$ cat config.mk
export PLATFORM = sky130hd
export DESIGN_NAME = stripe_rotate_unit
export DESIGN_NICKNAME = d
export VERILOG_FILES = /design/src/rtl/rotx_pkg.sv /design/src/rtl/rotx_decode.sv /design/src/rtl/rotx_stage.sv /design/src/rtl/stripe_rotate_unit.sv
export SDC_FILE = /design/constraint.sdc
export NUM_CORES = 1
export LEC_CHECK = 0
export BUFFER_PORTS_ARGS = -buffer_cell sky130_fd_sc_hd__clkbuf_2
export CORE_AREA = 2 2 110 112
export CTS_BUF_LIST = sky130_fd_sc_hd__clkbuf_2
export CTS_CLUSTER_DIAMETER = 50
export DETAILED_ROUTE_END_ITERATION = 7
export DIE_AREA = 0 0 112 114
export PLACE_DENSITY_LB_ADDON = 0.2
export REMOVE_ABC_BUFFERS = 1
export SLEW_MARGIN = 0
export SYNTH_ARGS = -nofsm -noshare
export SYNTH_HDL_FRONTEND = slang
export SYNTH_SLANG_ARGS = --single-unit
$ cat constraint.sdc
create_clock -name clk -period 2.1 [get_ports clk]
set_clock_uncertainty 0.15 [all_clocks]
set_input_delay 0.105 -clock clk [delete_from_list [all_inputs] [get_ports clk]]
set_output_delay 0.105 -clock clk [all_outputs]
set_load 0.05 [all_outputs]
$ cat src/rtl/rotx_pkg.sv
package rotx_pkg;
  localparam int SH_LSB     = 0;
  localparam int STRIPE_BIT = 6;
  localparam int SHX_LSB    = 7;
  localparam int GROUP_BIT  = 2;

  // Amount used at bit index idx of one stage.
  function automatic logic [4:0] lane_amount(input int idx, input int sel_bit,
                                              input bit stripe_en,
                                              input logic [4:0] sh,
                                              input logic [4:0] shx,
                                              input logic stp);
    logic [4:0] a;
    if (sel_bit < 0) a = sh;
    else a = (((idx >> sel_bit) & 1) != 0) ? sh : shx;
    if (stripe_en && stp && (((idx >> GROUP_BIT) & 1) == 0)) a = ~a;
    return a;
  endfunction

  function automatic logic [31:0] ror32(input logic [31:0] v, input logic [4:0] n);
    logic [63:0] d;
    d = {v, v} >> n;
    return d[31:0];
  endfunction
endpackage

$ cat src/rtl/rotx_decode.sv
module rotx_decode #(
  parameter int IW = 32
) (
  input  logic [IW-1:0] insn,
  output logic [4:0]    sh,
  output logic [4:0]    shx,
  output logic          stp
);
  assign sh  = insn[rotx_pkg::SH_LSB +: 5];
  assign shx = {insn[rotx_pkg::SHX_LSB +: 4], 1'b0};
  assign stp = insn[rotx_pkg::STRIPE_BIT];

  logic unused_bits;
  assign unused_bits = ^{insn[IW-1:11], insn[5]};
endmodule

$ cat src/rtl/rotx_stage.sv
module rotx_stage #(
  parameter int W       = 64,
  parameter int OFF     = 16,
  parameter int AMT_BIT = 4,
  parameter int SEL_BIT = 3,
  parameter bit STRIPE  = 1'b0,
  parameter int LIMIT   = 46
) (
  input  logic [W-1:0] din,
  input  logic [4:0]   sh,
  input  logic [4:0]   shx,
  input  logic         stp,
  output logic [W-1:0] dout
);
  for (genvar g = 0; g < W; g++) begin : g_bit
    if (g <= LIMIT) begin : g_mv
      logic [4:0] amt;
      assign amt = rotx_pkg::lane_amount(g, SEL_BIT, STRIPE, sh, shx, stp);
      assign dout[g] = amt[AMT_BIT] ? din[g+OFF] : din[g];
    end else begin : g_keep
      assign dout[g] = din[g];
    end
  end
endmodule

$ cat src/rtl/stripe_rotate_unit.sv
module stripe_rotate_unit #(
  parameter int XLEN    = 32,
  parameter int RW      = 64,
  parameter int IW      = 32,
  parameter int DW      = 5,
  parameter bit REG_OUT = 1'b1
) (
  input  logic          clk,
  input  logic          rst_n,
  input  logic          in_valid,
  input  logic [31:0]   src,
  input  logic [IW-1:0] insn,
  input  logic [DW-1:0] dest,
  output logic          out_valid,
  output logic          wr_en,
  output logic [RW-1:0] wr_data
);
  localparam int WW  = 2 * XLEN;
  localparam int NST = $clog2(XLEN);

  logic [4:0] sh, shx;
  logic       stp;

  rotx_decode #(.IW(IW)) u_dec (.insn(insn), .sh(sh), .shx(shx), .stp(stp));

  logic [WW-1:0] chain [0:NST];
  assign chain[0] = {src, src};

  for (genvar k = 0; k < NST; k++) begin : g_stage
    rotx_stage #(
      .W      (WW),
      .OFF    (XLEN >> (k + 1)),
      .AMT_BIT(NST - 1 - k),
      .SEL_BIT(NST - 2 - k),
      .STRIPE (k == 0),
      .LIMIT  (XLEN - 2 + (XLEN >> (k + 1)))
    ) u_st (
      .din (chain[k]),
      .sh  (sh),
      .shx (shx),
      .stp (stp),
      .dout(chain[k+1])
    );
  end

  // Named internal events for the checker
  logic [RW-1:0] rot_result;
  logic          write_req;
  assign rot_result = {{(RW-XLEN){chain[NST][XLEN-1]}}, chain[NST][XLEN-1:0]};
  assign write_req  = in_valid && (dest != '0);

  logic unused_hi;
  assign unused_hi = ^chain[NST][WW-1:XLEN];

  if (REG_OUT) begin : g_reg
    always_ff @(posedge clk or negedge rst_n) begin
      if (!rst_n) begin
        out_valid <= 1'b0;
        wr_en     <= 1'b0;
        wr_data   <= '0;
      end else begin
        out_valid <= in_valid;
        wr_en     <= write_req;
        if (in_valid) wr_data <= rot_result;
      end
    end
  end else begin : g_comb
    assign out_valid = in_valid;
    assign wr_en     = write_req;
    assign wr_data   = rot_result;
  end
endmodule

### Yosys cells after proc, flatten, opt, wreduce, memory -nomap -nowiden

Index checks and enable logic that the tools add are counted.

| word-level totals | value |
|---|---|
| output and inout port bits | 66 |
| bits in registers | 34 |
| bits of input ports | 72 |

| operators by class | value |
|---|---|
| reduce and logical (&&, ||, !) cells | 2 |
| muxes and demuxes | 162 |
| bitwise gates (word level) | 2 |

Operator list:

| cell | count |
|---|---|
| 1-bit 2-to-1 mux | 160 |
| 5-bit 2-to-1 mux | 2 |
| 5-bit NOT | 2 |
| 5-bit nonzero test | 1 |
| 1-bit logical AND | 1 |

### Depth between registers and ports, before layout

| depth | value |
|---|---|
| depth in word-level cells | 7 |
| depth in mapped cells | 6 |
| depth with buffers taken out | 5 |

### By module

From an unflattened synthesis, not the netlist that was laid out.

| unflattened totals | value |
|---|---|
| cells, all modules | 458 |
| area total of the unflattened synthesis | 5,310.1 um^2 |

By module, submodules not included:

| module | instances | cells an instance | area an instance (um^2) |
|---|---|---|---|
| stripe_rotate_unit | 1 | 104 | 1,493.9 |
| rotx_stage at g_stage[4].u_st | 1 | 68 | 784.5 |
| rotx_stage at g_stage[2].u_st | 1 | 68 | 749.5 |
| rotx_stage at g_stage[0].u_st | 1 | 70 | 748.2 |
| rotx_stage at g_stage[3].u_st | 1 | 68 | 742.0 |
| rotx_stage at g_stage[1].u_st | 1 | 68 | 705.7 |
| rotx_decode | 1 | 12 | 86.3 |

### Least setup slack after synthesis

OpenSTA, ideal clock, no wires.

| timing | value |
|---|---|
| path kind | input port to flip-flop |
| start point | in insn[4] |
| end point | reg wr_data[28] |
| path slack | 0.238 ns |
| cell stages on the path | 6 |
| arrival | 1.566 ns |
| library setup time | 0.146 ns |
| buffers on the path | 1 |
| data required time | 1.804 ns |
| path through | buf_2 -> xnor2_2 -> mux2i_1 -> nor3_1 -> o32ai_1 -> o221ai_1 |

| on the way | value |
|---|---|
| word-level cells in the longest chain between the ends | 7 |

RTL lines:

| what | line | RTL |
|---|---|---|
| start, declared | stripe_rotate_unit.sv:12 | `input logic [IW-1:0] insn,` |
| 5-bit NOT | rotx_pkg.sv:16 | `if (stripe_en && stp && (((idx >> GROUP_BIT) & 1) == 0)) a = ~a;` |
| 5-bit 2-to-1 mux | rotx_pkg.sv:16 |  |
| 1-bit 2-to-1 mux (4 in a row) | rotx_stage.sv:19 | `assign dout[g] = amt[AMT_BIT] ? din[g+OFF] : din[g];` |
| 1-bit 2-to-1 mux (*) | rotx_stage.sv:19 |  |
| end signal, assigned | stripe_rotate_unit.sv:64 | `if (in_valid) wr_data <= rot_result;` |
| end, declared | stripe_rotate_unit.sv:16 | `output logic [RW-1:0] wr_data` |

Mark *: on every way between the ends. The rest lies on a longest branch, timed or not.
A chain may end at the register's enable or synchronous reset.

### Worst setup path after layout

| timing | value |
|---|---|
| start point | in insn[4] |
| end point | reg wr_data[5] |

The elaborated chain is that of the path after synthesis.

==> reports/metrics.cfg <==
[floorplanning]
core_sq_mm = 0.0117
initial_utilization = 0.289
rows = 40
chipHeight_um = 114
ioPinCount = 138
dieArea_sq_mm = 0.0128
die_w_um = 112

[timing]
final-hold-violation-count = 0
worstMarginPinSlew_ns = 0.505
tns_ns = 0
holdWs_ns = 0.120
rsz0062_at_grt = no
min_period_over_period = 0.851
drv_slew = 0
setup_viol = 0
slew_headroom = 0.662
fin_crit_ns = 1.79
fmax_ghz = 0.560

[finish]
antennaDiodeCount = 0
drive_gt1_frac = 0.426
syn_to_final_growth_pct = 25.8
finalNetCount = 569
final_core_util = 0.364
finalInstanceArea_sq_mm = 0.00426
fill_cells = 1259

[logic_synthesis]
synthAdderAreaFrac = 0
ys_ff_latch = 34
synth.mux.area_fraction = 0.195
synth_simple_gate_area_frac = 0.190
seq_area_frac_synth = 0.251
synth_top_family_by_area = compound AO/OA/AOI/OAI gates
yosys_warnings = 0
syn-cell-area_sq_mm = 0.00339
synth_xor_xnor_area_share = 0.0259
synth_top_area_cell = dfrtp_1
synth_compound_area_frac = 0.217
netlist_top_cells_area = dfrtp_1 25%, mux2i_1 14%, nand2b_1 9.1%
yosysTopAreaCellShare = 0.251
ys_types = 23
synth_cells = 381
syn_avg_cell_area_sq_um = 8.89

[power]
p_leak_nw = 1.97
irDropWorstVdd_v = 0.000459
power_density_mw_per_mm2 = 690

[setup_path]
critPathKind = input port to flip-flop
cp-start-kind = input port
cp.required_ns = 2.19
end_kind = flip-flop
cp_max_fo = 7
r2r_cells = 3
worstPathArrival_ns = 1.88

[routing]
drtIter0Drc = 166
drt_pass1_iterations = 4
vias = 3403
wl_um = 11200
via_per_inst = 5.28
drc = 0
postRouteAntennaNets = 0
wire_per_inst_um = 17.3

[cts]
clk_pin_slew_worst_paths_ns = 0.20
cts_made_buffers = 5
clock_latency_ns = 0.34
cts_hold_buffers = 4
htree_levels = 2
cts_tree = built
root_buffer = clkbuf_2
cts_buffer_depth = 2
cts.sinks = 34
post_cts_buffers = 0
post_cts_resized = 0

[job]
cap_viol_max_count = 0

[global_routing]
grt_pass1_wl_um = 17800
grt_usage = 0.173
grt_pass1_vias = 3347
antenna_found_initial = 0
grt_overflow = 0
grt_max_degree = 35

[worst_hold_path]
hold_path_class = input port to async pin

[placed_design]
port_buffers = 115
dpl_cell_area_sq_mm = 0.00418
dp_hpwl_um = 8910
gp_congestion = 0.883

[status]
outcome = completed

==> kinds of logic (layout without fill, tap and decap cells) <==
| family | after synthesis | count (layout) |
|---|---|---|
| AO/OA/AOI/OAI | 99 | 99 |
| XOR/XNOR | 4 | 4 |
| buffers and inverters | 66 | 183 |
| flip-flops | 34 | 34 |
| multiplexers | 64 | 64 |
| AND/OR/NAND/NOR | 114 | 114 |
==> sequential cells by signal, indices dropped and copies added, names as in the netlist <==
| name | count |
|---|---|
| out_valid | 1 |
| wr_en | 1 |
| wr_data | 32 |
==> worst max-delay path: stages <==
cell	delay, ns
clkbuf_2	0.22
buf_12	0.16
mux2_2	0.34
mux2i_1	0.28
nor2_1	0.10
o32ai_1	0.36
buf_4	0.19
o221ai_1	0.12
==> Yosys cell counts <==
cell and n:
buf_2 3, nor3_1 30, buf_4 32, inv_1 4, dfrtp_1 34, mux2i_1 48
xor2_4 2, mux2_2 16, or4_1 1, o32ai_1 30, buf_6 5, o221ai_1 32
nor3_2 2, nand2b_1 49, nand2_1 1, o21a_1 1, buf_1 2, clkbuf_1 20
or2_2 16, xnor2_2 2, o22ai_1 2, o21ai_0 34, nor2_1 15
==> where the power goes <==
group | switching (W) | total [W] | internal [W]
combinational | 0.00127 | 0.00182 | 0.000542
clock | 0.000230 | 0.000313 | 0.0000823
sequential | 0.0000574 | 0.000811 | 0.000753
==> layer usage <==
layer	GRT usage	up-vias	share of wire
met4	0.0382	0	0.0092
met1	0.235	1614	0.45
met5	0	-	0
met3	0.0197	6	0.058
li1	-	1652	-
met2	0.297	131	0.48
==> through the flow <==
stage               total power (W)  setup WS [ns]  std cells
floorplan                   0.00187          -8.63        319
global placement            0.00263        -0.0281        633
detailed placement          0.00264        -0.0345        633
CTS                         0.00297          0.390        645
global route                0.00311          0.282        645
finish                      0.00294          0.313        645
==> placed cells by master, fill, tap and decap left out <==
master         Yosys  routed
clkbuf_2           0     121
nand2b_1          49      49
buf_4             32      49
mux2i_1           48      48
o21ai_0           34      34
dfrtp_1           34      34
o221ai_1          32      32
nor3_1            30      30
o32ai_1           30      30
or2_2             16      16
mux2_2            16      16
nor2_1            15      15
inv_1              4       4
dlygate4sd3_1      0       4
buf_12             0       3
xnor2_2            2       2
o22ai_1            2       2
xor2_4             2       2
nor3_2             2       2
nand2_1            1       1
or4_1              1       1
o21a_1             1       1
clkinv_2           0       1
clkinv_1           0       1
==> layout make-up <==
| cell class | instances | area [sq um] | share of cell area |
|---|---|---|---|
| Clock inverter | 2 | 8.76 | 0.00206 |
| Timing Repair Buffer | 171 | 1040 | 0.245 |
| Clock buffer | 6 | 30.0 | 0.00705 |
| Tap cell | 147 | 184 | 0.0432 |
| Sequential cell | 34 | 851 | 0.200 |
| Inverter | 4 | 15.0 | 0.00353 |
| Multi-Input combinational cell | 281 | 2130 | 0.499 |
==> final timing paths <==
path                             startpoint          end  slack [ns]
worst max-delay path                insn[4]   wr_data[5]        0.31
worst min-delay path                  rst_n  wr_data[24]        0.12
worst max register to register  wr_data[31]  wr_data[31]        1.01
worst min register to register  wr_data[26]  wr_data[26]        0.37
max in group asynchronous             rst_n   wr_data[0]        1.34
min in group clk                    insn[0]   wr_data[0]        0.18
Power figures use the tool's default switching activity.
